[src/rtl/blkx_pkg.sv]
package blkx_pkg;
  typedef enum logic [2:0] {
    S_IDLE, S_PREF, S_XFER, S_INTL, S_REF1, S_REF2
  } seq_state_e;

  typedef struct packed {
    logic wr;
    logic mreq_n;
    logic seq;
    logic opc_n;
  } strobe_t;

  localparam logic [1:0] SZ_WORD = 2'd2;
endpackage

[src/rtl/blkx_pick.sv]
module blkx_pick #(
  parameter int NREG = 16,
  localparam int IW = $clog2(NREG)
) (
  input  logic [NREG-1:0] list,
  output logic [NREG-1:0] low_oh,
  output logic [IW-1:0]   idx,
  output logic            last
);
  logic [NREG-1:0] below_any;

  genvar gi;
  generate
    for (gi = 0; gi < NREG; gi++) begin : g_bit
      if (gi == 0) begin : g_first
        assign below_any[gi] = 1'b0;
      end else begin : g_rest
        assign below_any[gi] = |list[gi-1:0];
      end
      assign low_oh[gi] = list[gi] & ~below_any[gi];
    end
  endgenerate

  always_comb begin
    idx = '0;
    for (int i = 0; i < NREG; i++)
      if (low_oh[i]) idx = idx | IW'(i);
  end

  assign last = ~|(list & ~low_oh);
endmodule

[src/rtl/blkx_agen.sv]
module blkx_agen #(
  parameter int AW   = 32,
  parameter int STEP = 4
) (
  input  logic          clk,
  input  logic          rst_n,
  input  logic          load,
  input  logic [AW-1:0] base,
  input  logic          adv,
  output logic [AW-1:0] xaddr
);
  function automatic logic [AW-1:0] next_word(input logic [AW-1:0] a);
    return a + AW'(STEP);
  endfunction

  always_ff @(posedge clk or negedge rst_n) begin
    if (!rst_n)    xaddr <= '0;
    else if (load) xaddr <= base;
    else if (adv)  xaddr <= next_word(xaddr);
  end
endmodule

[src/rtl/blkx_strobe.sv]
module blkx_strobe
  import blkx_pkg::*;
(
  input  seq_state_e st,
  input  logic       is_load,
  input  logic       is_single,
  input  logic       last,
  input  logic       refill,
  output strobe_t    sb
);
  logic end_x;
  assign end_x = last | is_single;

  always_comb begin
    sb = '{wr: 1'b0, mreq_n: 1'b1, seq: 1'b0, opc_n: 1'b0};
    case (st)
      S_PREF: sb = '{wr: 1'b0, mreq_n: 1'b0, seq: 1'b0, opc_n: 1'b0};
      S_XFER: begin
        sb.wr     = ~is_load | is_single;
        sb.mreq_n = is_load & ~is_single & end_x;
        sb.seq    = ~end_x;
        sb.opc_n  = 1'b1;
      end
      S_INTL: sb = '{wr: 1'b0, mreq_n: 1'b0, seq: ~refill, opc_n: 1'b1};
      S_REF1, S_REF2: sb = '{wr: 1'b0, mreq_n: 1'b0, seq: 1'b1, opc_n: 1'b0};
      default: ;
    endcase
  end
endmodule

[src/rtl/blkx_seq.sv]
module blkx_seq
  import blkx_pkg::*;
#(
  parameter int NREG       = 16,
  parameter int AW         = 32,
  parameter int DW         = 32,
  parameter int INSN_BYTES = 4,
  parameter int WORD_BYTES = 4,
  localparam int IW        = $clog2(NREG)
) (
  input  logic            clk,
  input  logic            rst_n,
  input  logic            start,
  input  logic            op_load,
  input  logic            op_single,
  input  logic [NREG-1:0] reg_list,
  input  logic [1:0]      st_size,
  input  logic [AW-1:0]   base_addr,
  input  logic [AW-1:0]   pc,
  input  logic            priv,
  input  logic            user_xlat,
  input  logic            abort,
  input  logic [DW-1:0]   rdata,
  output logic [AW-1:0]   addr,
  output logic [1:0]      size,
  output logic            wr,
  output logic            mreq_n,
  output logic            seq,
  output logic            opc_n,
  output logic            trans,
  output logic            busy,
  output logic [IW-1:0]   st_reg,
  output logic            rf_we,
  output logic [IW-1:0]   rf_waddr,
  output logic [DW-1:0]   rf_wdata,
  output logic            base_wb,
  output logic            base_restore,
  output logic            flush
);
  localparam logic [IW-1:0] PC_IDX = IW'(NREG - 1);

  function automatic logic [AW-1:0] pc_ahead(input logic [AW-1:0] p, input int slots);
    return p + AW'(slots * INSN_BYTES);
  endfunction

  seq_state_e      state, state_nx;
  logic [NREG-1:0] rem, low_oh;
  logic [IW-1:0]   cur_idx;
  logic            is_last;
  logic            op_ld_r, op_sg_r, priv_r, ux_r, first_r, ab_r;
  logic [1:0]      size_r;
  logic [AW-1:0]   pc_r, pc_tgt, xaddr;
  logic            pend;
  logic [IW-1:0]   widx;
  logic [DW-1:0]   wdata;
  strobe_t         sb;

  // named internal events
  logic accept, in_xfer, ld_xfer, pc_wr, xfer_done;
  assign busy      = (state != S_IDLE);
  assign accept    = start & ~busy & (|reg_list);
  assign in_xfer   = (state == S_XFER);
  assign ld_xfer   = in_xfer & op_ld_r;
  assign pc_wr     = pend & (widx == PC_IDX);
  assign xfer_done = in_xfer & (op_sg_r | is_last);

  blkx_pick #(.NREG(NREG)) u_pick (
    .list(rem), .low_oh(low_oh), .idx(cur_idx), .last(is_last)
  );

  blkx_agen #(.AW(AW), .STEP(WORD_BYTES)) u_agen (
    .clk(clk), .rst_n(rst_n), .load(accept), .base(base_addr),
    .adv(in_xfer), .xaddr(xaddr)
  );

  blkx_strobe u_strobe (
    .st(state), .is_load(op_ld_r), .is_single(op_sg_r),
    .last(is_last), .refill(pc_wr), .sb(sb)
  );

  always_comb begin
    state_nx = state;
    case (state)
      S_IDLE: if (accept) state_nx = S_PREF;
      S_PREF: state_nx = S_XFER;
      S_XFER: if (xfer_done) state_nx = (op_ld_r & ~op_sg_r) ? S_INTL : S_IDLE;
      S_INTL: state_nx = pc_wr ? S_REF1 : S_IDLE;
      S_REF1: state_nx = S_REF2;
      default: state_nx = S_IDLE;
    endcase
  end

  always_ff @(posedge clk or negedge rst_n) begin
    if (!rst_n) begin
      state <= S_IDLE;
      rem <= '0;
      op_ld_r <= 1'b0; op_sg_r <= 1'b0; priv_r <= 1'b0; ux_r <= 1'b0;
      first_r <= 1'b0; ab_r <= 1'b0; size_r <= '0;
      pc_r <= '0; pc_tgt <= '0;
      pend <= 1'b0; widx <= '0; wdata <= '0;
    end else begin
      state <= state_nx;
      if (accept) begin
        rem     <= reg_list;
        op_ld_r <= op_load & ~op_single;
        op_sg_r <= op_single;
        priv_r  <= priv;
        ux_r    <= user_xlat;
        size_r  <= st_size;
        pc_r    <= pc;
        first_r <= 1'b1;
        ab_r    <= 1'b0;
      end else if (in_xfer) begin
        rem     <= rem & ~low_oh;
        first_r <= 1'b0;
        if (op_ld_r && abort) ab_r <= 1'b1;
      end
      pend  <= ld_xfer & ~ab_r & ~abort;
      widx  <= cur_idx;
      wdata <= rdata;
      if (ld_xfer && cur_idx == PC_IDX) pc_tgt <= rdata;
    end
  end

  always_comb begin
    case (state)
      S_PREF:  addr = pc_ahead(pc_r, 2);
      S_XFER:  addr = xaddr;
      S_INTL:  addr = pc_ahead(pc_r, 3);
      S_REF1:  addr = pc_tgt;
      S_REF2:  addr = pc_ahead(pc_tgt, 1);
      default: addr = '0;
    endcase
  end

  assign size         = (in_xfer & op_sg_r) ? size_r : SZ_WORD;
  assign wr           = sb.wr;
  assign mreq_n       = sb.mreq_n;
  assign seq          = sb.seq;
  assign opc_n        = sb.opc_n;
  assign trans        = priv_r & ~(in_xfer & op_sg_r & ux_r);
  assign st_reg       = cur_idx;
  assign rf_we        = pend;
  assign rf_waddr     = widx;
  assign rf_wdata     = wdata;
  assign base_wb      = in_xfer & first_r;
  assign base_restore = (state == S_INTL) & ab_r;
  assign flush        = (state == S_INTL) & pc_wr;

  AST_ADDR_STEP: assert property (@(posedge clk) disable iff (!rst_n)
    (in_xfer && $past(state) == S_XFER) |-> addr == $past(addr) + AW'(WORD_BYTES));
  AST_SINGLE_ENDS: assert property (@(posedge clk) disable iff (!rst_n)
    (in_xfer && op_sg_r) |=> !busy);
  AST_LAST_READ_IDLE_NEXT: assert property (@(posedge clk) disable iff (!rst_n)
    (state == S_INTL) |-> ($past(mreq_n) && !$past(seq)));
  AST_REFILL_AFTER_FLUSH: assert property (@(posedge clk) disable iff (!rst_n)
    flush |=> (state == S_REF1 && !opc_n && seq));
  AST_NO_WRITE_AFTER_ABORT: assert property (@(posedge clk) disable iff (!rst_n)
    ab_r |-> !rf_we);
  AST_START_IGNORED: assert property (@(posedge clk) disable iff (!rst_n)
    (start && busy) |=> state != S_PREF);
  AST_WB_ONCE: assert property (@(posedge clk) disable iff (!rst_n)
    base_wb |=> !base_wb);
endmodule

[config.mk]
export PLATFORM = sky130hd
export DESIGN_NAME = blkx_seq
export DESIGN_NICKNAME = d
export VERILOG_FILES = /design/src/rtl/blkx_pkg.sv /design/src/rtl/blkx_pick.sv /design/src/rtl/blkx_agen.sv /design/src/rtl/blkx_strobe.sv /design/src/rtl/blkx_seq.sv
export SDC_FILE = /design/constraint.sdc
export NUM_CORES = 1
export LEC_CHECK = 0
export ABC_AREA = 1
export BUFFER_PORTS_ARGS = -buffer_cell sky130_fd_sc_hd__clkbuf_2
export CORE_MARGIN = 2
export CORE_UTILIZATION = 51
export DETAILED_ROUTE_END_ITERATION = 16
export PLACE_DENSITY = 0.78
export SETUP_SLACK_MARGIN = 0.2
export SKIP_LAST_GASP = 1
export SLEW_MARGIN = 20
export SYNTH_ARGS = -nofsm -noshare
export SYNTH_HDL_FRONTEND = slang
export SYNTH_SLANG_ARGS = --single-unit
[constraint.sdc]
create_clock -name clk -period 1.7 [get_ports clk]
set_input_delay 0 -clock clk [delete_from_list [all_inputs] [get_ports clk]]
set_output_delay 0 -clock clk [all_outputs]
set_load 0.01 [all_outputs]
==> out/qor.txt, run 1 <==
YS warnings: 0
ys async rst share: 100%
post-synth cell types: 42
outcome: stopped before the end
TritonCTS Sinks: 160
row count: 51
largest net degree at the start of global routing: 54
first error: [ERROR DPL-0038] Utilization greater than 100%, impossible to legalize
CTS root buf: clkbuf_16
cell count after synthesis: 1,444
post-synthesis sequential area ratio: 40.2%
starting density of the core: 51.6%
cts bufs inserted: 17
Mapped Avg Cell Area: 6.89 um^2
H-tree depth: 4
Die Y: 144 um
Mapped Area: 0.00995 mm^2
PortBufs: 205
post-DP HPWL: 30.4 mm
IO Pins: 206
Exit stage: global routing (5_1_grt)
RePlAce Congestion: 0.999
DIE WIDTH: 144 um
post-GRT worst EP: mreq_n
Worst-path end type: output port
dominant synthesized flop cell: dfrtp_1
syn nets: 1,571
CTS max path bufs: 2
number of synthesized flops with an enable pin: 0
Seq cells post-synth: 160
## repair_timing
| action | in CTS |
|---|---|
| endpoints found under the setup margin | 168 |
| hold endpoints to repair | 313 |
| pin swaps | 45 |
| gates resized for setup | 230 |
| cloned | 16 |
| setup buffers | 44 |
| hold buffers | 120 |
## cell families after synthesis
family,share of synthesized area (%)
muxes,1.09
adders and majority gates,0.629
buffers and inverters,8.82
DFF,40.2
and+or+nand+nor,33.4
AOI/OAI and AO/OA,14.6
xor gates and xnor gates,1.14
## cells in the mapped netlist, types with 2 or more instances
master / n / area [um^2]
nand4_1: 27 / 169
nor2_1: 179 / 672
nand2_1: 400 / 1500
a21oi_1: 57 / 285
o21ai_1: 2 / 10.0
nor2_2: 6 / 37.5
inv_2: 3 / 11.3
mux2_2: 7 / 78.8
o21ai_0: 111 / 556
a31oi_1: 7 / 43.8
nand3b_1: 5 / 37.5
o221ai_1: 15 / 131
nand3_1: 114 / 571
buf_2: 17 / 85.1
or2_2: 8 / 50.1
mux2_4: 2 / 30.0
nor2_8: 2 / 40.0
o2111ai_1: 5 / 43.8
dfrtp_1: 160 / 4000
inv_1: 174 / 653
buf_6: 3 / 33.8
clkbuf_1: 20 / 75.1
o22ai_1: 31 / 194
ha_1: 5 / 62.6
buf_1: 2 / 7.51
nor2_4: 2 / 22.5
xor2_1: 12 / 105
nor3_1: 35 / 175
o211ai_1: 17 / 128
a21oi_2: 2 / 17.5
nand2_4: 3 / 33.8
## through the flow
step,TNS [ns],worst slack (ns),area (um^2),util (%),std cells
4_1_cts,-30.16,-0.438,16300,84.5,2298
3_5_place_dp,-2.34,-0.241,12900,67.1,2086
3_3_place_gp,-1.34,-0.128,12900,67.1,2086
2_1_floorplan,0,0.0388,10100,-,1444
==> run 2: changes to the inputs <==
CORE_UTILIZATION = 40   (was 51)
PLACE_DENSITY = not set   (was 0.78)
PLACE_DENSITY_LB_ADDON = 0.15   (was not set)
SETUP_SLACK_MARGIN = not set   (was 0.2)
clock period = 2.21 ns   (was 1.7 ns; I/O delays follow)
==> run 2 against run 1 <==
  * The flow now finishes, with violations (negative setup slack)
  * Area after synthesis unchanged
  * Synthesized cell count did not move
==> out/qor.txt, run 2 <==
DIE AREA: 0.0262 mm^2
DR vias: 11,600
Remaining Overflow, GRT: 0
share of cells above drive strength 1: 25.8%
DIE WIDTH: 162 um (+13%)
reg2reg setup slack: 0.17 ns
Vias per Instance: 5.34
CP max stage delay: 0.43 ns
footprint of the multi-input gates: 0.00556 mm^2
Place WS: 0.109 ns (+0.350 ns)
post-DP HPWL: 29.7 mm (-2.5%)
routed wire length: 40.0 mm
Final Cycle Share: 102%
worst-case clock skew: 0.0165 ns
cell with the most instances after synthesis: nand2_1
Max-Cap Viols: 0
hold crit path type: input pin to async pin
starting density of the core: 40.8% (-11 points)
crit-path most repeated cell: buf_4
WL per Instance: 18.5 um
H-tree depth: 4 (unchanged)
cell count after synthesis: 1,444 (unchanged)
most common cell after layout, fill and taps aside: nand2_1
CTS max path bufs: 2 (unchanged)
1st-pass router iterations: 8
max-slew violations: 0
CP Max Fanout: 4
crit path DAT: 2.26 ns
Worst-path clk slew: 0.07 ns
CP top delay family: simple AND/OR/NAND/NOR gates
Setup CP Type: flop to primary output
VDD IR max: 656 uV
Nets: 1,957
CTS root buf: clkbuf_16
storage element area: 0.00402 mm^2
cts bufs inserted: 17 (unchanged)
worst slew pin tran: 0.467 ns
Worst Setup End Kind: primary output
Mapped Avg Cell Area: 6.89 um^2 (unchanged)
GR Util All Layers: 30.5%
DR DRC count: 0
dominant synthesized flop cell: dfrtp_1
type of origin of the critical path: flop
diode count: 0
RSZ-0062 raised after global routing: true
count of final setup violators: 5
final hold vios: 0
main area contributors after synthesis: dfrtp_1 40%, nand2_1 15%, nor2_1 6.8%, inv_1 6.6%, nand3_1 5.7%
DR iter-0 viols: 1,129
# fillers: 2,378
P&R area growth vs syn: 43.1%
IO Pins: 206 (unchanged)
Seq cells post-synth: 160 (unchanged)
ys async rst share: 100% (unchanged)
post-synth cell types: 42 (unchanged)
number of synthesized flops with an enable pin: 0 (unchanged)
Clock Latency Late Sink: 0.44 ns
Max Clk Rate: 443 MHz
critical path's slowest cell: dfrtp_1
row count: 57 (+12%)
Data required, critical path: 2.21 ns
Final WS setup: -0.0489 ns
CTS tree: done
Cell Area, Placed: 0.0116 mm^2 (-10%)
Commonest cells post-synth: 400 x nand2_1, 179 x nor2_1, 174 x inv_1
largest net degree at the start of global routing: 71
most frequent cells in the layout: 381 x nand2_1, 195 x clkbuf_2, 166 x inv_1, 145 x dfrtp_1, 133 x nor2_1
Finished Cell Area: 0.0142 mm^2
RePlAce Congestion: 1.00 (+0.45%)
Mapped Area: 0.00995 mm^2 (unchanged)
first-pass GRT wire length: 61.0 mm
total power: 0.0153 W
vias in the first global route: 11,000
min Tclk post-route: 2.26 ns
post-synthesis sequential area ratio: 40.2% (unchanged)
TritonCTS Sinks: 160 (unchanged)
Slew Limit Headroom: 68.7%
initial antenna violation count: 0
PortBufs: 205 (unchanged)
fin util: 58.4%
cell taking the most area after synthesis: dfrtp_1
WP buf/inv: 3
Leak: 6.69 nW
YS warnings: 0 (unchanged)
outcome: finished, violations left
syn nets: 1,571 (unchanged)
failing checks: negative setup slack
Die Y: 162 um (+13%)
core area: 0.0244 mm^2
Yosys top cell area share: 40.2% (unchanged)
Power Density: 1070 mW/mm^2
CP cell instances: nand2_1 > nor2_2 > buf_4 > nand2_2 > nor2_4 > buf_4 > nand3_1 > nand3_2 > nand4_1 > clkbuf_2
Routed Antenna Nets: 0
[run 2: power breakdown]
group	switching (W)	internal, W	total (W)	leakage, nW
Sequential	0.000962	0.00383	0.00480	1.92
Combinational	0.00476	0.00266	0.00743	4.50
Clock	0.00141	0.00163	0.00304	0.282
Total	0.00714	0.00813	0.0153	6.69
[run 2: layout make-up]
class,count,area share (%)
inverters,178,4.75
clock inverters,13,1.00
repair buffers,408,20.9
multi-input cells,1064,39.1
clock buffers,19,3.11
repair inverters,1,0.0527
flip-flops and latches,160,28.3
well taps,324,2.85
[run 2: worst paths after layout]
path,from,endpoint,depth (start not counted)
hold reg to reg,ab_r,rf_we,1
min in group clk,rdata[20],rf_wdata[20],2
max in group asynchronous,rst_n,pc_r[17],3
hold / removal,rst_n,rf_wdata[15],2
setup reg to reg,state[0],op_ld_r,10
setup / recovery,pc_r[7],addr[30],10
[run 2: metrics by stage]
stage | cells | setup TNS [ns] | hold slack, ns
global route | 2167 | -1.45 | 0.0990
global placement | 1976 | 0 | -0.0404
detailed placement | 1976 | 0 | -0.0421
CTS | 2144 | -0.0221 | 0.0686
floorplan | 1444 | 0 | -0.296
finish | 2167 | -0.114 | 0.0567
[run 2: cell families (layout without fill, tap and decap cells)]
logic type | after synthesis | in the layout | share of synthesized area [%]
AO/OA/AOI/OAI | 253 | 253 | 14.6
XOR/XNOR | 13 | 13 | 1.14
adder cells (fa/ha/maj) | 5 | 5 | 0.629
buffers and inverters | 221 | 619 | 8.82
flip-flops | 160 | 160 | 40.2
multiplexers | 9 | 9 | 1.09
AND/OR/NAND/NOR | 783 | 784 | 33.4
[run 2: what timing repair did]
item                                    4_1_cts  5_1_grt
hold buffers                                122        0
pin swaps                                    13       25
endpoints found under the hold margin       314        0
gates cloned                                  1        1
endpoints found under the setup margin       31       34
resized for setup                            73      108
buffers inserted                             13       22
[run 2: routing by layer]
layer	vias up	share of wire, %	track usage [%]
li1	5519	-	-
met1	5401	42	41.3
met2	575	46	49.1
met3	66	8.3	5.13
met4	0	3.2	11.5
met5	-	0	0
Note: power is estimated with default switching activity, not from simulation.
